[src/rtl/tw_pkg.sv]
package tw_pkg;

   // Sampled bus line pair.
   typedef struct packed {
      logic scl;
      logic sda;
   } tw_line_t;

   localparam tw_line_t TW_IDLE = '{scl: 1'b1, sda: 1'b1};

   // Decoded framing events for one sample.
   typedef struct packed {
      logic open_xfer;
      logic close_xfer;
      logic skew_err;
      logic orphan_err;
   } tw_event_t;

endpackage

[src/rtl/tw_sync.sv]
module tw_sync #(
   parameter int STAGES = 2,
   parameter int WIDTH  = 2
) (
   input  logic             clk,
   input  logic             rst_n,
   input  logic [WIDTH-1:0] d_in,
   output logic [WIDTH-1:0] d_out
);

   localparam int LAST = STAGES - 1;

   if (STAGES < 2) begin : g_bad_depth
      $error("tw_sync: STAGES must be at least 2");
   end
   if (WIDTH < 1) begin : g_bad_width
      $error("tw_sync: WIDTH must be at least 1");
   end

   logic [WIDTH-1:0] chain [STAGES];

   for (genvar s = 0; s < STAGES; s++) begin : g_stage
      if (s == 0) begin : g_head
         always_ff @(posedge clk) begin
            if (!rst_n) chain[0] <= '1;
            else        chain[0] <= d_in;
         end
      end else begin : g_tail
         always_ff @(posedge clk) begin
            if (!rst_n) chain[s] <= '1;
            else        chain[s] <= chain[s-1];
         end
      end
   end

   assign d_out = chain[LAST];

endmodule

[src/rtl/tw_deglitch.sv]
module tw_deglitch #(
   parameter int LEN   = 0,
   parameter int WIDTH = 2
) (
   input  logic             clk,
   input  logic             rst_n,
   input  logic [WIDTH-1:0] d_in,
   output logic [WIDTH-1:0] d_out
);

   if (LEN < 0) begin : g_bad_len
      $error("tw_deglitch: LEN must not be negative");
   end

   if (LEN == 0) begin : g_bypass
      assign d_out = d_in;
   end else begin : g_filter
      localparam int CW = $clog2(LEN) + 1;
      localparam logic [CW-1:0] LIMIT = CW'(LEN - 1);

      for (genvar b = 0; b < WIDTH; b++) begin : g_bit
         logic [CW-1:0] run_cnt;
         logic          held;

         always_ff @(posedge clk) begin
            if (!rst_n) begin
               held    <= 1'b1;
               run_cnt <= '0;
            end else if (d_in[b] == held) begin
               run_cnt <= '0;
            end else if (run_cnt == LIMIT) begin
               held    <= d_in[b];
               run_cnt <= '0;
            end else begin
               run_cnt <= run_cnt + 1'b1;
            end
         end

         assign d_out[b] = held;
      end
   end

endmodule

[src/rtl/tw_cond_detect.sv]
module tw_cond_detect
   import tw_pkg::*;
#(
   parameter bit ORPHAN_STOP_ERR = 1'b1
) (
   input  logic     clk,
   input  logic     rst_n,
   input  tw_line_t cur,
   output logic     frame_edge,
   output logic     start_q,
   output logic     stop_q,
   output logic     illegal_q,
   output logic     busy_q
);

   tw_line_t  prev;
   tw_event_t ev;
   logic      clk_held_high;
   logic      dat_fell;
   logic      dat_rose;
   logic      busy_d;

   assign clk_held_high = cur.scl & prev.scl;
   assign dat_fell      = prev.sda & ~cur.sda;
   assign dat_rose      = ~prev.sda & cur.sda;

   assign ev.open_xfer  = clk_held_high & dat_fell;
   assign ev.close_xfer = clk_held_high & dat_rose;
   assign ev.skew_err   = (cur.scl ^ prev.scl) & (cur.sda ^ prev.sda);

   if (ORPHAN_STOP_ERR) begin : g_orphan_on
      assign ev.orphan_err = ev.close_xfer & ~busy_q;
   end else begin : g_orphan_off
      assign ev.orphan_err = 1'b0;
   end

   always_comb begin
      busy_d = busy_q;
      if (ev.open_xfer)       busy_d = 1'b1;
      else if (ev.close_xfer) busy_d = 1'b0;
   end

   assign frame_edge = ev.open_xfer | ev.close_xfer;

   always_ff @(posedge clk) begin
      if (!rst_n) begin
         prev      <= TW_IDLE;
         start_q   <= 1'b0;
         stop_q    <= 1'b0;
         illegal_q <= 1'b0;
         busy_q    <= 1'b0;
      end else begin
         prev      <= cur;
         start_q   <= ev.open_xfer;
         stop_q    <= ev.close_xfer;
         illegal_q <= ev.skew_err | ev.orphan_err;
         busy_q    <= busy_d;
      end
   end

endmodule

[src/rtl/tw_arb_track.sv]
module tw_arb_track
   import tw_pkg::*;
(
   input  logic     clk,
   input  logic     rst_n,
   input  tw_line_t cur,
   input  logic     drv_en,
   input  logic     drv_level,
   input  logic     frame_edge,
   output logic     lost_q
);

   logic mismatch;

   // Released (intends 1) at the sampling point, but the wire reads 0.
   assign mismatch = drv_en & drv_level & cur.scl & ~cur.sda;

   always_ff @(posedge clk) begin
      if (!rst_n) lost_q <= 1'b0;
      else        lost_q <= mismatch | (lost_q & ~frame_edge);
   end

endmodule

[src/rtl/twowire_bus_watch.sv]
module twowire_bus_watch
   import tw_pkg::*;
#(
   parameter int SYNC_STAGES     = 2,
   parameter int FILTER_LEN      = 0,
   parameter bit ORPHAN_STOP_ERR = 1'b1
) (
   input  logic clk,
   input  logic rst_n,
   input  logic sda_raw,
   input  logic scl_raw,
   input  logic drv_level,
   input  logic drv_en,
   output logic start_pulse,
   output logic stop_pulse,
   output logic illegal_pulse,
   output logic bus_busy,
   output logic arb_lost
);

   localparam int LINES = $bits(tw_line_t);

   if (SYNC_STAGES < 2) begin : g_bad_sync
      $error("twowire_bus_watch: SYNC_STAGES must be at least 2");
   end
   if (FILTER_LEN < 0) begin : g_bad_filter
      $error("twowire_bus_watch: FILTER_LEN must not be negative");
   end

   logic [LINES-1:0] raw_vec;
   logic [LINES-1:0] sync_vec;
   logic [LINES-1:0] clean_vec;
   tw_line_t         line_now;
   logic             frame_edge;

   assign raw_vec = {scl_raw, sda_raw};

   tw_sync #(
      .STAGES (SYNC_STAGES),
      .WIDTH  (LINES)
   ) u_sync (
      .clk   (clk),
      .rst_n (rst_n),
      .d_in  (raw_vec),
      .d_out (sync_vec)
   );

   tw_deglitch #(
      .LEN   (FILTER_LEN),
      .WIDTH (LINES)
   ) u_filter (
      .clk   (clk),
      .rst_n (rst_n),
      .d_in  (sync_vec),
      .d_out (clean_vec)
   );

   assign line_now = tw_line_t'(clean_vec);

   tw_cond_detect #(
      .ORPHAN_STOP_ERR (ORPHAN_STOP_ERR)
   ) u_cond (
      .clk        (clk),
      .rst_n      (rst_n),
      .cur        (line_now),
      .frame_edge (frame_edge),
      .start_q    (start_pulse),
      .stop_q     (stop_pulse),
      .illegal_q  (illegal_pulse),
      .busy_q     (bus_busy)
   );

   tw_arb_track u_arb (
      .clk        (clk),
      .rst_n      (rst_n),
      .cur        (line_now),
      .drv_en     (drv_en),
      .drv_level  (drv_level),
      .frame_edge (frame_edge),
      .lost_q     (arb_lost)
   );

endmodule

[config.mk]
export PLATFORM = sky130hd
export DESIGN_NAME = twowire_bus_watch
export DESIGN_NICKNAME = d
export VERILOG_FILES = /design/src/rtl/tw_pkg.sv /design/src/rtl/tw_sync.sv /design/src/rtl/tw_deglitch.sv /design/src/rtl/tw_cond_detect.sv /design/src/rtl/tw_arb_track.sv /design/src/rtl/twowire_bus_watch.sv
export SDC_FILE = /design/constraint.sdc
export NUM_CORES = 1
export LEC_CHECK = 0
export BUFFER_PORTS_ARGS = -buffer_cell sky130_fd_sc_hd__buf_2
export CAP_MARGIN = 20
export CORE_AREA = 2 2 39 41
export CTS_CLUSTER_DIAMETER = 30
export CTS_CLUSTER_SIZE = 30
export DETAILED_ROUTE_END_ITERATION = 12
export DIE_AREA = 0 0 41 43
export GPL_TIMING_DRIVEN = 0
export PLACE_DENSITY = 0.51
export REMOVE_ABC_BUFFERS = 1
export SLEW_MARGIN = 20
export SYNTH_ARGS = -nofsm -noshare
export SYNTH_HDL_FRONTEND = slang
export SYNTH_HIERARCHICAL = 1
export SYNTH_SLANG_ARGS = --single-unit
export TNS_END_PERCENT = 20
[constraint.sdc]
create_clock -name clk -period 1.2 [get_ports clk]
set_input_delay 0.24 -clock clk [delete_from_list [all_inputs] [get_ports clk]]
set_output_delay 0.24 -clock clk [all_outputs]
set_load 0.01 [all_outputs]
**After elaboration in Yosys (flattened, before gate mapping)**

Memories as Yosys holds them, arrays and structs flattened.
Cells that the tools add are included.

- Reductions and logical operators: 1
- Bitwise operators: 22
- Multiplexer cells: 6

Operators with widths:

| kind | number |
|---|---|
| 1-bit AND | 11 |
| 1-bit OR | 5 |
| 1-bit two-way mux | 4 |
| 2-bit two-way mux | 2 |
| 1-bit inverter | 4 |
| 2-bit nonzero test | 1 |
| 1-bit bitwise XOR | 2 |

- Register bits: 7
- Bits in writable memories: 4
- Memories kept: 1

Memories:

| name | words | width | read ports | clocked after memory_dff | write ports | line | source |
|---|---|---|---|---|---|---|---|
| u_sync.chain | 2 | 2 | 2 | 0 | 2 | tw_sync.sv:20 | `logic [WIDTH-1:0] chain [STAGES];` |

**Logic depth before layout (Yosys ltp)**

- Word-level depth: 7
- Gate-level depth with buffers: 6
- Gate-level depth less buffers: 5

**Cells and area by module**

Netlist, hierarchy kept.

Modules (own cells, without submodules):

| module | instances | sequential area each (sq um) | area each (sq um) | cells each |
|---|---|---|---|---|
| tw_cond_detect | 1 | 120.1 | 234.0 | 21 |
| tw_sync | 1 | 80.1 | 105.1 | 8 |
| tw_arb_track | 1 | 20.0 | 42.5 | 4 |
| tw_deglitch | 1 | 0.0 | 15.0 | 2 |

**Worst setup path after synthesis**

Ideal clock, no wire load.

- Kind: register to register
- Start: memory u_sync.chain[1][0]
- End: register u_arb.lost_q
- Data arrival time: 0.992 ns
- Path slack: 0.138 ns
- Cell stages (with the launch flop): 6
- Setup time: 0.070 ns
- Cells stage by stage: dfxtp_1 buf_4 ha_1 o21a_1 nand2b_1 a21boi_1

RTL lines:

| item | line | source |
|---|---|---|
| start, declared | tw_sync.sv:20 |  |
| end signal, assigned | tw_arb_track.sv:20 | `else lost_q <= mismatch \| (lost_q & ~frame_edge);` |
| end, declared | tw_arb_track.sv:10 | `output logic lost_q` |

==> metrics.md <==
| Metric | Value |
|---|---|
| # nets final | 57 |
| Hold WS | 0.1517 ns |
| Die Width | 41 um |
| Multi-input gate area | 153.9 um2 |
| GR peak layer | met2 |
| Fill count | 152 |
| Initial DRC count | 1 |
| CTS hold repair buffers | 0 |
| Met3 Track Usage GR | 7.853% |
| Leading cell types in the layout, fill and taps excluded | 11 x dfxtp_1, 10 x buf_2, 6 x nand2b_1 |
| CP startpoint kind | flop |
| Pleak | 0.2287 nW |
| Post-Syn Area per Cell | 11.33 um2 |
| Total routed wirelength | 572 um |
| Starting Density | 28.66% |
| WL/cell | 9.079 um |
| # resized after CTS | 0 |
| Unrepaired setup endpoints after global routing | no |
| Crit path max fanout | 3 |
| Mapped Area | 396.6 um2 |
| Die area | 1763 um2 |
| DRC | 0 |
| HP Start | scl_raw |
| Mapped Cells | 35 |
| Post CTS Setup Buffer Count | 0 |
| CTS Root Cell | clkbuf_4 |
| CTS clk-pin slew, worst paths | 0.06 ns |
| Worst EP required | 1.40 ns |
| CTS Sinks | 11 |
| Relative slew margins | 87.10% |
| Number of port buffers | 10 |
| Crit-path slowest cell | dfxtp_1 |
| Register Area | 220.2 um2 |
| Cell breakdown of the critical path | inv_1, ha_1, o21a_1, nand2b_1, a21boi_1 |
| Cell Pwr Density | 1402 nW/um2 |
| Synth top area cells | dfxtp_1 56%, ha_1 9.5%, nand2b_1 9.5%, buf_4 3.8%, and3_4 2.8% |
| Critical Path Source | u_sync/chain[1][0] |
| CP Buf/Inv Count | 1 |
| DRT Pass-1 Iters | 2 |
| First-pass GRT wire length | 966 um |
| Slew @ Worst Pin | 0.1935 ns |
| Clock buffer depth | 2 |
| Post-synth top area share | 55.52% |
| Vert. Die Dim | 43 um |
| H-tree Lvls | 1 |
| Final hold vios | 0 |
| Fin Clk Skew | 0.0007857 ns |
| CP peak stage delay | 0.35 ns |
| Cell Area, Placed | 451.7 um2 |
| Largest net degree at the start of global routing | 13 |
| Sequential cell area fraction in the yosys report | 55.52% |
| Final worst slack | 0.08961 ns |
| Total power | 669.9 uW |
| Vias post-DR | 268 |
| Met1 GRT Util | 7.468% |
| Crit path max-delay family | flip-flops |
| RR Startpoint | u_sync/chain[1][0] |
| Worst skew pair latency | 0.26 ns |
| Total Routing Usage GR | 9.265% |
| Most common cell after layout, fill and taps aside | dfxtp_1 |
| Synth Register Bits | 11 |
| Layout area overhead | 20.50% |
| Num rows | 14 |
| Crit path DAT | 1.31 ns |
| Layout cells sized above 1 | 31.91% |
| Outcome | complete, no violations |
| Warnings, synthesis | 6 |
| Max frequency | 900.6 MHz |
| Period utilization | 92.53% |
| Place WS | 0.1036 ns |
| Vias/cell | 4.254 |
| Final HPWL DP | 396.2 um |
| Hold Path Class | in -> reg |
| Finished Cell Area | 478.0 um2 |
| Critical setup path kind | reg -> reg |
| Vias in the first global route | 249 |
| VDD IR max | 0.0007467 V |
| Antenna Cells | 0 |
| Fin Setup TNS | 0 ns |
| Reported max-cap violation count | 0 |
| Final weighted congestion in routability-driven placement | 0.6488 |
| Synth area leader | dfxtp_1 |
| Met2 Resource Use GR | 13.13% |
| Max-slew violation count | 0 |
| CTS tree | done |
| Minimum clock period | 1.110 ns |
| Initial antenna violation count | 0 |
| Antenna violation net count after detailed routing | 0 |
| Top Ports | 11 |
| Congestion Overflow GR | 0 |
| Critical path endpoint category | flop |
| Core ar. | 1384 um2 |
| Final setup vio count | 0 |
| Count of cell types in the netlist | 15 |
| Cts bufs inserted | 3 |
## per-layer routing
layer	vias to the layer above	wire, um
met5	-	0
met1	119	223
met4	0	17
met3	2	53
li1	137	-
met2	10	277
## synth_stat cells, drive strengths merged
| master | number |
|---|---|
| nand2b | 6 |
| o21ai | 1 |
| nand3b | 1 |
| inv | 2 |
| ha | 3 |
| or2b | 1 |
| a31o | 1 |
| dfxtp | 11 |
| o21a | 1 |
| and3 | 2 |
| nand4b | 1 |
| nand2 | 2 |
| a21boi | 1 |
| buf | 2 |
## worst register-to-register path, stage by stage (launching register included)
cell	delay, ns
dfxtp_1	0.35
inv_1	0.07
ha_1	0.22
o21a_1	0.17
nand2b_1	0.13
a21boi_1	0.10
## registers in the layout (all words and copies together), names as in the netlist
name,count
u_arb/lost_q,1
u_cond/busy_q,1
u_cond/illegal_q,1
u_cond/prev,2
u_cond/start_q,1
u_cond/stop_q,1
u_sync/chain,4
## path summary, 6_finish.rpt
kind	slack, ns	end	cells after the start
setup / recovery	0.09	u_arb/lost_q	5
hold / removal	0.15	u_sync/chain[0][1]	2
setup reg to reg	0.09	u_arb/lost_q	5
hold reg to reg	0.40	u_sync/chain[1][1]	1
## area by class of cell
class,instances,area share [%]
multi-input cells,20,32.20
well taps,16,4.188
flip-flops and latches,11,46.07
inverters,2,1.571
clock buffers,4,5.497
repair buffers,10,10.47
## kinds of logic (layout without fill, tap and decap cells)
family / after synthesis / after routing / share of synthesized area, %
buffers and inverters: 4 / 16 / 5.678
DFF: 11 / 11 / 55.52
adders and majority gates: 3 / 3 / 9.465
and+or+nand+nor: 13 / 13 / 22.09
AOI/OAI and AO/OA: 4 / 4 / 7.256
## stage by stage
stage | utilization [%] | std cells
2_1_floorplan | - | 33
3_5_place_dp | 32.64 | 59
5_1_grt | 34.54 | 63
6_report | 34.54 | 63
3_3_place_gp | 32.64 | 59
4_1_cts | 34.54 | 63
## report_power, final
group          switching [mW]  leakage, nW  internal (mW)
combinational          0.0202        0.124         0.0240
sequential            0.00492       0.0901          0.378
clock                   0.115       0.0150          0.129
Note: power is estimated with default switching activity, not from simulation.
